--- src/rtl/irq_stat_pkg.sv ---
// Shared sizing and bit positions for the sticky status register.
// Assumes a 32-bit word; flag positions are fixed by software decode.
package irq_stat_pkg;
    localparam int DATA_W    = 32;
    localparam int NUM_FLAGS = 6;
    localparam int FLAG_LSB  = 8;
    localparam int GIE_BIT   = 31;
endpackage

--- src/rtl/irq_sticky_flag.sv ---
// One sticky fault flag: set by an event pulse, cleared by a write of zero.
// Assumes evt is a synchronous single-cycle pulse; an event wins over a clear.
module irq_sticky_flag (
    input  logic clk,
    input  logic rst_n,
    input  logic evt,
    input  logic wr,
    input  logic wr_bit,
    output logic q
);
    // Flag update: event has priority over write-zero clear.
    always_ff @(posedge clk) begin
        if (!rst_n)              q <= 1'b0;
        else if (evt)            q <= 1'b1;
        else if (wr && !wr_bit)  q <= 1'b0;
    end


    set_on_event_chk: assert property (@(posedge clk) disable iff (!rst_n)
        evt |=> q);

    zero_clears_chk: assert property (@(posedge clk) disable iff (!rst_n)
        (wr && !wr_bit && !evt) |=> !q);

    one_keeps_chk: assert property (@(posedge clk) disable iff (!rst_n)
        (wr && wr_bit && !evt) |=> $stable(q));
endmodule

--- src/rtl/irq_gie_ctrl.sv ---
// Global interrupt enable: loaded by status writes, dropped by status reads.
// Assumes a write in the same cycle as a read takes priority.
module irq_gie_ctrl (
    input  logic clk,
    input  logic rst_n,
    input  logic rd,
    input  logic wr,
    input  logic wr_bit,
    output logic gie
);
    // Enable update: write loads, lone read clears.
    always_ff @(posedge clk) begin
        if (!rst_n)   gie <= 1'b0;
        else if (wr)  gie <= wr_bit;
        else if (rd)  gie <= 1'b0;
    end


    read_clears_gie_chk: assert property (@(posedge clk) disable iff (!rst_n)
        (rd && !wr) |=> !gie);

    write_loads_gie_chk: assert property (@(posedge clk) disable iff (!rst_n)
        wr |=> (gie == $past(wr_bit)));
endmodule

--- src/rtl/irq_mask_reg.sv ---
// Interrupt mask word; only WIDTH bits are stored, the rest are not kept.
// Assumes a plain synchronous write strobe.
module irq_mask_reg #(
    parameter int WIDTH = 6
) (
    input  logic             clk,
    input  logic             rst_n,
    input  logic             wr,
    input  logic [WIDTH-1:0] wdata,
    output logic [WIDTH-1:0] mask
);
    // Mask storage: load on write strobe.
    always_ff @(posedge clk) begin
        if (!rst_n)   mask <= '0;
        else if (wr)  mask <= wdata;
    end


    mask_load_chk: assert property (@(posedge clk) disable iff (!rst_n)
        wr |=> (mask == $past(wdata)));
endmodule

--- src/rtl/irq_merge.sv ---
// Interrupt combine: enable AND any masked flag.
// Assumes flags and mask are aligned bit for bit.
module irq_merge #(
    parameter int WIDTH = 6
) (
    input  logic [WIDTH-1:0] flags,
    input  logic [WIDTH-1:0] mask,
    input  logic             gie,
    output logic             irq
);
    // Request: any enabled flag while global enable is high.
    always_comb irq = gie && ((flags & mask) != '0);
endmodule

--- src/rtl/irq_status_reg.sv ---
// Sticky fault status register with global enable and mask-gated interrupt.
// Assumes single-cycle event pulses and single-cycle register strobes,
// all synchronous to clk. Read data is combinational from held state.
module irq_status_reg
    import irq_stat_pkg::*;
#(
    parameter int W = DATA_W
) (
    input  logic         clk,
    input  logic         rst_n,
    input  logic         evt_parity,
    input  logic         evt_wr_inhibit,
    input  logic         evt_sync_loss,
    input  logic         evt_fifo_full,
    input  logic         evt_fifo_afull,
    input  logic         evt_bad_data,
    input  logic         stat_rd,
    input  logic         stat_wr,
    input  logic [W-1:0] stat_wdata,
    output logic [W-1:0] stat_rdata,
    input  logic         mask_wr,
    input  logic [W-1:0] mask_wdata,
    output logic [W-1:0] mask_rdata,
    output logic         irq
);
    localparam int NF = NUM_FLAGS;

    logic [NF-1:0] evt_vec;
    logic [NF-1:0] flags;
    logic [NF-1:0] mask;
    logic          gie;

    // Event bundle: index 0 maps to the lowest flag bit.
    always_comb evt_vec = {evt_parity, evt_wr_inhibit, evt_sync_loss,
                           evt_fifo_full, evt_fifo_afull, evt_bad_data};

    genvar i;
    generate
        for (i = 0; i < NF; i++) begin : g_flag
            irq_sticky_flag u_flag (
                .clk    (clk),
                .rst_n  (rst_n),
                .evt    (evt_vec[i]),
                .wr     (stat_wr),
                .wr_bit (stat_wdata[FLAG_LSB+i]),
                .q      (flags[i])
            );
        end
    endgenerate

    irq_gie_ctrl u_gie (
        .clk    (clk),
        .rst_n  (rst_n),
        .rd     (stat_rd),
        .wr     (stat_wr),
        .wr_bit (stat_wdata[GIE_BIT]),
        .gie    (gie)
    );

    irq_mask_reg #(.WIDTH(NF)) u_mask (
        .clk   (clk),
        .rst_n (rst_n),
        .wr    (mask_wr),
        .wdata (mask_wdata[FLAG_LSB +: NF]),
        .mask  (mask)
    );

    irq_merge #(.WIDTH(NF)) u_merge (
        .flags (flags),
        .mask  (mask),
        .gie   (gie),
        .irq   (irq)
    );

    // Status read word: flags and enable, all other bits zero.
    always_comb begin
        stat_rdata                  = '0;
        stat_rdata[FLAG_LSB +: NF]  = flags;
        stat_rdata[GIE_BIT]         = gie;
    end

    // Mask read word: stored mask bits only.
    always_comb begin
        mask_rdata                  = '0;
        mask_rdata[FLAG_LSB +: NF]  = mask;
    end


    irq_needs_gie_chk: assert property (@(posedge clk) disable iff (!rst_n)
        irq |-> gie);

    rd_shows_old_gie_chk: assert property (@(posedge clk) disable iff (!rst_n)
        (stat_rd && !stat_wr && stat_rdata[GIE_BIT]) |=> !stat_rdata[GIE_BIT]);
endmodule

--- config.mk ---
export PLATFORM = sky130hd
export DESIGN_NAME = irq_status_reg
export DESIGN_NICKNAME = d
export VERILOG_FILES = /design/src/rtl/irq_stat_pkg.sv /design/src/rtl/irq_sticky_flag.sv /design/src/rtl/irq_gie_ctrl.sv /design/src/rtl/irq_mask_reg.sv /design/src/rtl/irq_merge.sv /design/src/rtl/irq_status_reg.sv
export SDC_FILE = /design/constraint.sdc
export NUM_CORES = 1
export LEC_CHECK = 0
export CAP_MARGIN = 0
export CORE_AREA = 2 2 54 56
export DETAILED_ROUTE_END_ITERATION = 8
export DIE_AREA = 0 0 56 58
export DONT_BUFFER_PORTS = 1
export SLEW_MARGIN = 20
export SYNTH_ARGS = -nofsm -noshare
export SYNTH_HDL_FRONTEND = slang
export SYNTH_SLANG_ARGS = --single-unit
--- constraint.sdc ---
create_clock -name clk -period 1.1 [get_ports clk]
set_input_delay 0.22 -clock clk [delete_from_list [all_inputs] [get_ports clk]]
set_output_delay 0.22 -clock clk [all_outputs]
set_load 0.02 [all_outputs]
# Word level (Yosys, flattened, before mapping)
# Cells that the tools add are included.
# word_totals
input_bits	75
output_inout_bits	65
word_cells	44
register_bits	13
# op_classes
bitwise_logic	1
mux	14
reduce_logical	21
# ops
operator	n
$mux 1	14
$reduce_bool 2->1	7
$logic_and 1x1->1	7
$and 6x6->6	1
$logic_not 1->1	6
$reduce_bool 6->1	1

# Longest topological paths before layout
# depth
ltp_word	4
ltp_mapped	3
mapped_depth_nobuf	3

# By module
# From an unflattened synthesis, not the netlist that was laid out.
# hier_totals
hier_cells	104
hier_area_um2	942.2
# by_module_without_submodules
mod	instances	area_per_inst_um2	cells_each	seq_area_each_um2
irq_status_reg	1	394.1	53	0.0
irq_sticky_flag	6	41.3	4	20.0
irq_mask_reg	1	229.0	19	120.1
irq_gie_ctrl	1	38.8	3	20.0
irq_merge	1	32.5	5	0.0

# Worst setup path before layout
# No wires, ideal clock.
# synth_path
kind	reg-to-output
from	register u_mask.mask[5]
to	output port irq
n_path_buf	0
required_ns	0.880
path_slack_ns	-0.112
arrival_ns	0.992
stages_incl_launch_ff	3
path_cell_list	dfxtp_1 a22oi_1 a31oi_1
# synth_between
elab_chain_len	3
# synth_rtl
element	line	source
start: declaration	irq_mask_reg.sv:10	output logic [WIDTH-1:0] mask
start signal: assignment	irq_mask_reg.sv:15	else if (wr) mask <= wdata;
$and 6x6->6	irq_merge.sv:12	always_comb irq = gie && ((flags & mask) != '0);
$reduce_bool 6->1	irq_merge.sv:12	
$logic_and 1x1->1	irq_merge.sv:12	
end: declaration	irq_status_reg.sv:24	output logic irq
# Every way passes these cells.

# Worst setup path in the final report
# Same ends and word-level chain as after synthesis.

==> results by group <==
Outcome
  • Run status: finished, violations left
  • Failing checks: setup timing

Job
  • Max Cap Violations: 0

Pwr
  • Tot Pwr: between 1 and 1.5 mW
  • Power Dens Cells: roughly 1200 nW/um^2
  • Cell leakage power: 0.4594 nW
  • Worst ir drop on vdd: ~0.88 mV

Critical path
  • CP endpoint kind: primary output
  • Sequence of cells on the critical path: a22oi_2 > a31oi_2 > buf_4
  • Worst path slowest cell: dfxtp_2
  • Critical path launch point type: flip-flop
  • Crit path max-delay family: flip-flops
  • Crit Path Class: flip-flop to primary output
  • CP max stage delay: around 0.33 ns
  • Crit path required time: between 0.8 and 0.9 ns
  • CP bufs+invs: 1
  • CP Data Arrival Time: roughly 1.1 ns
  • Crit Path Max Fanout: 2

Place
  • Area after DPL: around 860 sq um
  • Detailed Place HPWL: between 1000 and 1500 microns
  • Port Buffer Count: 0
  • Routability Congestion: approximately 0.7

CTS
  • CTS Hold Buffers Added: 0
  • # H-tree levels: 1
  • Worst skew pair latency: roughly 0.27 ns
  • CTS buffer count: 3
  • Clock transition at the registers of the reported paths: approximately 0.08 ns
  • # Post-CTS Setup Buffers: 0
  • Clock Path Buffers: 2
  • CTS tree: done
  • Root buf cell: clkbuf_4
  • CTS sink cnt: 13

Timing
  • Tmin final: roughly 1.3 ns
  • Fin crit share: 1.166
  • RSZ-0062 raised after global routing: yes
  • Max-slew violation count: 0
  • Hold WS: between 0.07 and 0.08 ns
  • Setup-failing EPs final: 1
  • Setup WS post-layout: -0.1829 ns
  • Endpoints failing hold: 0
  • Setup tns final: -0.1829 ns
  • F_max: approximately 800 MHz
  • Post-route clock skew: 0 ns

Floorplanning
  • Die ar.: ~3200 sq um
  • # IOs: 140
  • Die width: ~56 microns
  • Die height: 58 microns
  • Core area: about 2700 sq um
  • Row count: 19
  • Initial Util: 0.3642

Logic synthesis
  • Largest cells by area after synthesis: buf_4, dfxtp_1, nor2b_1
  • Synth Instances: between 100 and 150
  • Area leader, netlist: buf_4
  • Yosys cell types: 12
  • Yosys warnings: 0
  • Mapped cell area: a little under 1000 sq um
  • Syn Area/Cell: just under 9 sq um
  • Register area share after synthesis: 0.2684
  • Synthesized flop and latch total: 13
  • Top-area cell type share of the netlist area: 0.4568

Finish
  • Most frequent cells in the layout: conb_1, buf_4, nor2b_1
  • # diodes: 0
  • Finished Core Util: 0.3407
  • Fin nets: just under 200
  • Share of cells above drive strength 1: 0.2167
  • Commonest non-fill, non-tap cell in the layout: conb_1
  • Area growth from synthesis to layout: -6.452%
  • Cell area after layout: just over 900 sq um

Detailed routing
  • DRC violation count after routing: 0
  • Routed wire length: around 1500 microns
  • Iteration count of the initial detailed-routing pass: 3
  • Via density: between 3 and 4
  • Routed length per placed instance: 10.17 microns
  • Iter 0 DRT Violations: 5
  • Vias: about 550
  • Post-route ant nets: 0

GRT
  • Grt ovf: 0
  • Largest net degree at the start of global routing: 14
  • Vias in the first global route: 497
  • First-pass GRT wire length: approximately 2100 microns
  • Initial antenna violation count: 0
  • All-Layer GR Usage: 0.09014

Worst hold path
  • HP Class: input pin to flip-flop
-- timing repair --
item                       CTS  global route
cloned                       0             0
setup endpoints to repair    1             1
pin swaps                    1             0
gates resized for setup      3             1
-- per-stage QoR --
stage                     worst slack [ns]  std cells
after floorplan                   0.006541        162
after global placement             0.05912        147
after detailed placement           0.05258        147
after CTS                          -0.2095        151
after global routing               -0.2503        151
final                              -0.1829        151
-- synth_stat cells --
cell type   n
nor3b_2     1
a22oi_1     3
dfxtp_1    13
nand2b_1    6
buf_4      59
nor2b_1    13
inv_1       1
a31oi_1     1
conb_1      1
mux2i_1     6
a21oi_1     7
clkbuf_1    1
-- kinds of logic after synthesis --
kind of cell / synth area share
buf+inv: 0.4645
simple gates: 0.1355
flops: 0.2684
compound gates: 0.06581
mux: 0.06194
other cells: 0.003867
-- layout make-up --
type                            instances  area (sq um)
Inverter                                1         3.754
Multi-Input combinational cell         88         467.9
Fill cell                             287          1755
Clock inverter                          1         5.005
Clock buffer                            3         22.52
Timing Repair Buffer                   14         105.1
Tap cell                               31         38.79
Sequential cell                        13         264.0
-- registers in the layout, indices dropped and copies added (netlist names) --
name	cells
u_gie.gie	1
u_mask.mask	6
g_flag.u_flag.q	6
-- power by group --
group / internal [mW] / leakage (nW) / switching (mW) / total (mW)
registers: 0.502 / 0.109 / 0.0197 / 0.522
clock network: 0.135 / 0.0177 / 0.155 / 0.290
logic: 0.0802 / 0.333 / 0.236 / 0.316
-- per-layer routing --
layer | share of wire | GRT usage | wire length, microns
met1 | 0.41 | 0.1041 | 631
met2 | 0.43 | 0.1395 | 665
met3 | 0.15 | 0.03348 | 224
met4 | 0.0078 | 0.06122 | 12
met5 | 0 | 0 | 0
-- path summary, 6_finish.rpt --
check | from | depth (start not counted) | slack, ns | to
max reg2reg | u_gie.gie | 4 | 0.18 | u_gie.gie
min reg2reg | g_flag[5].u_flag.q | 3 | 0.67 | g_flag[5].u_flag.q
max | u_mask.mask[5] | 3 | -0.18 | irq
min | rst_n | 1 | 0.07 | u_mask.mask[4]
(Power assumes the default switching activity.)
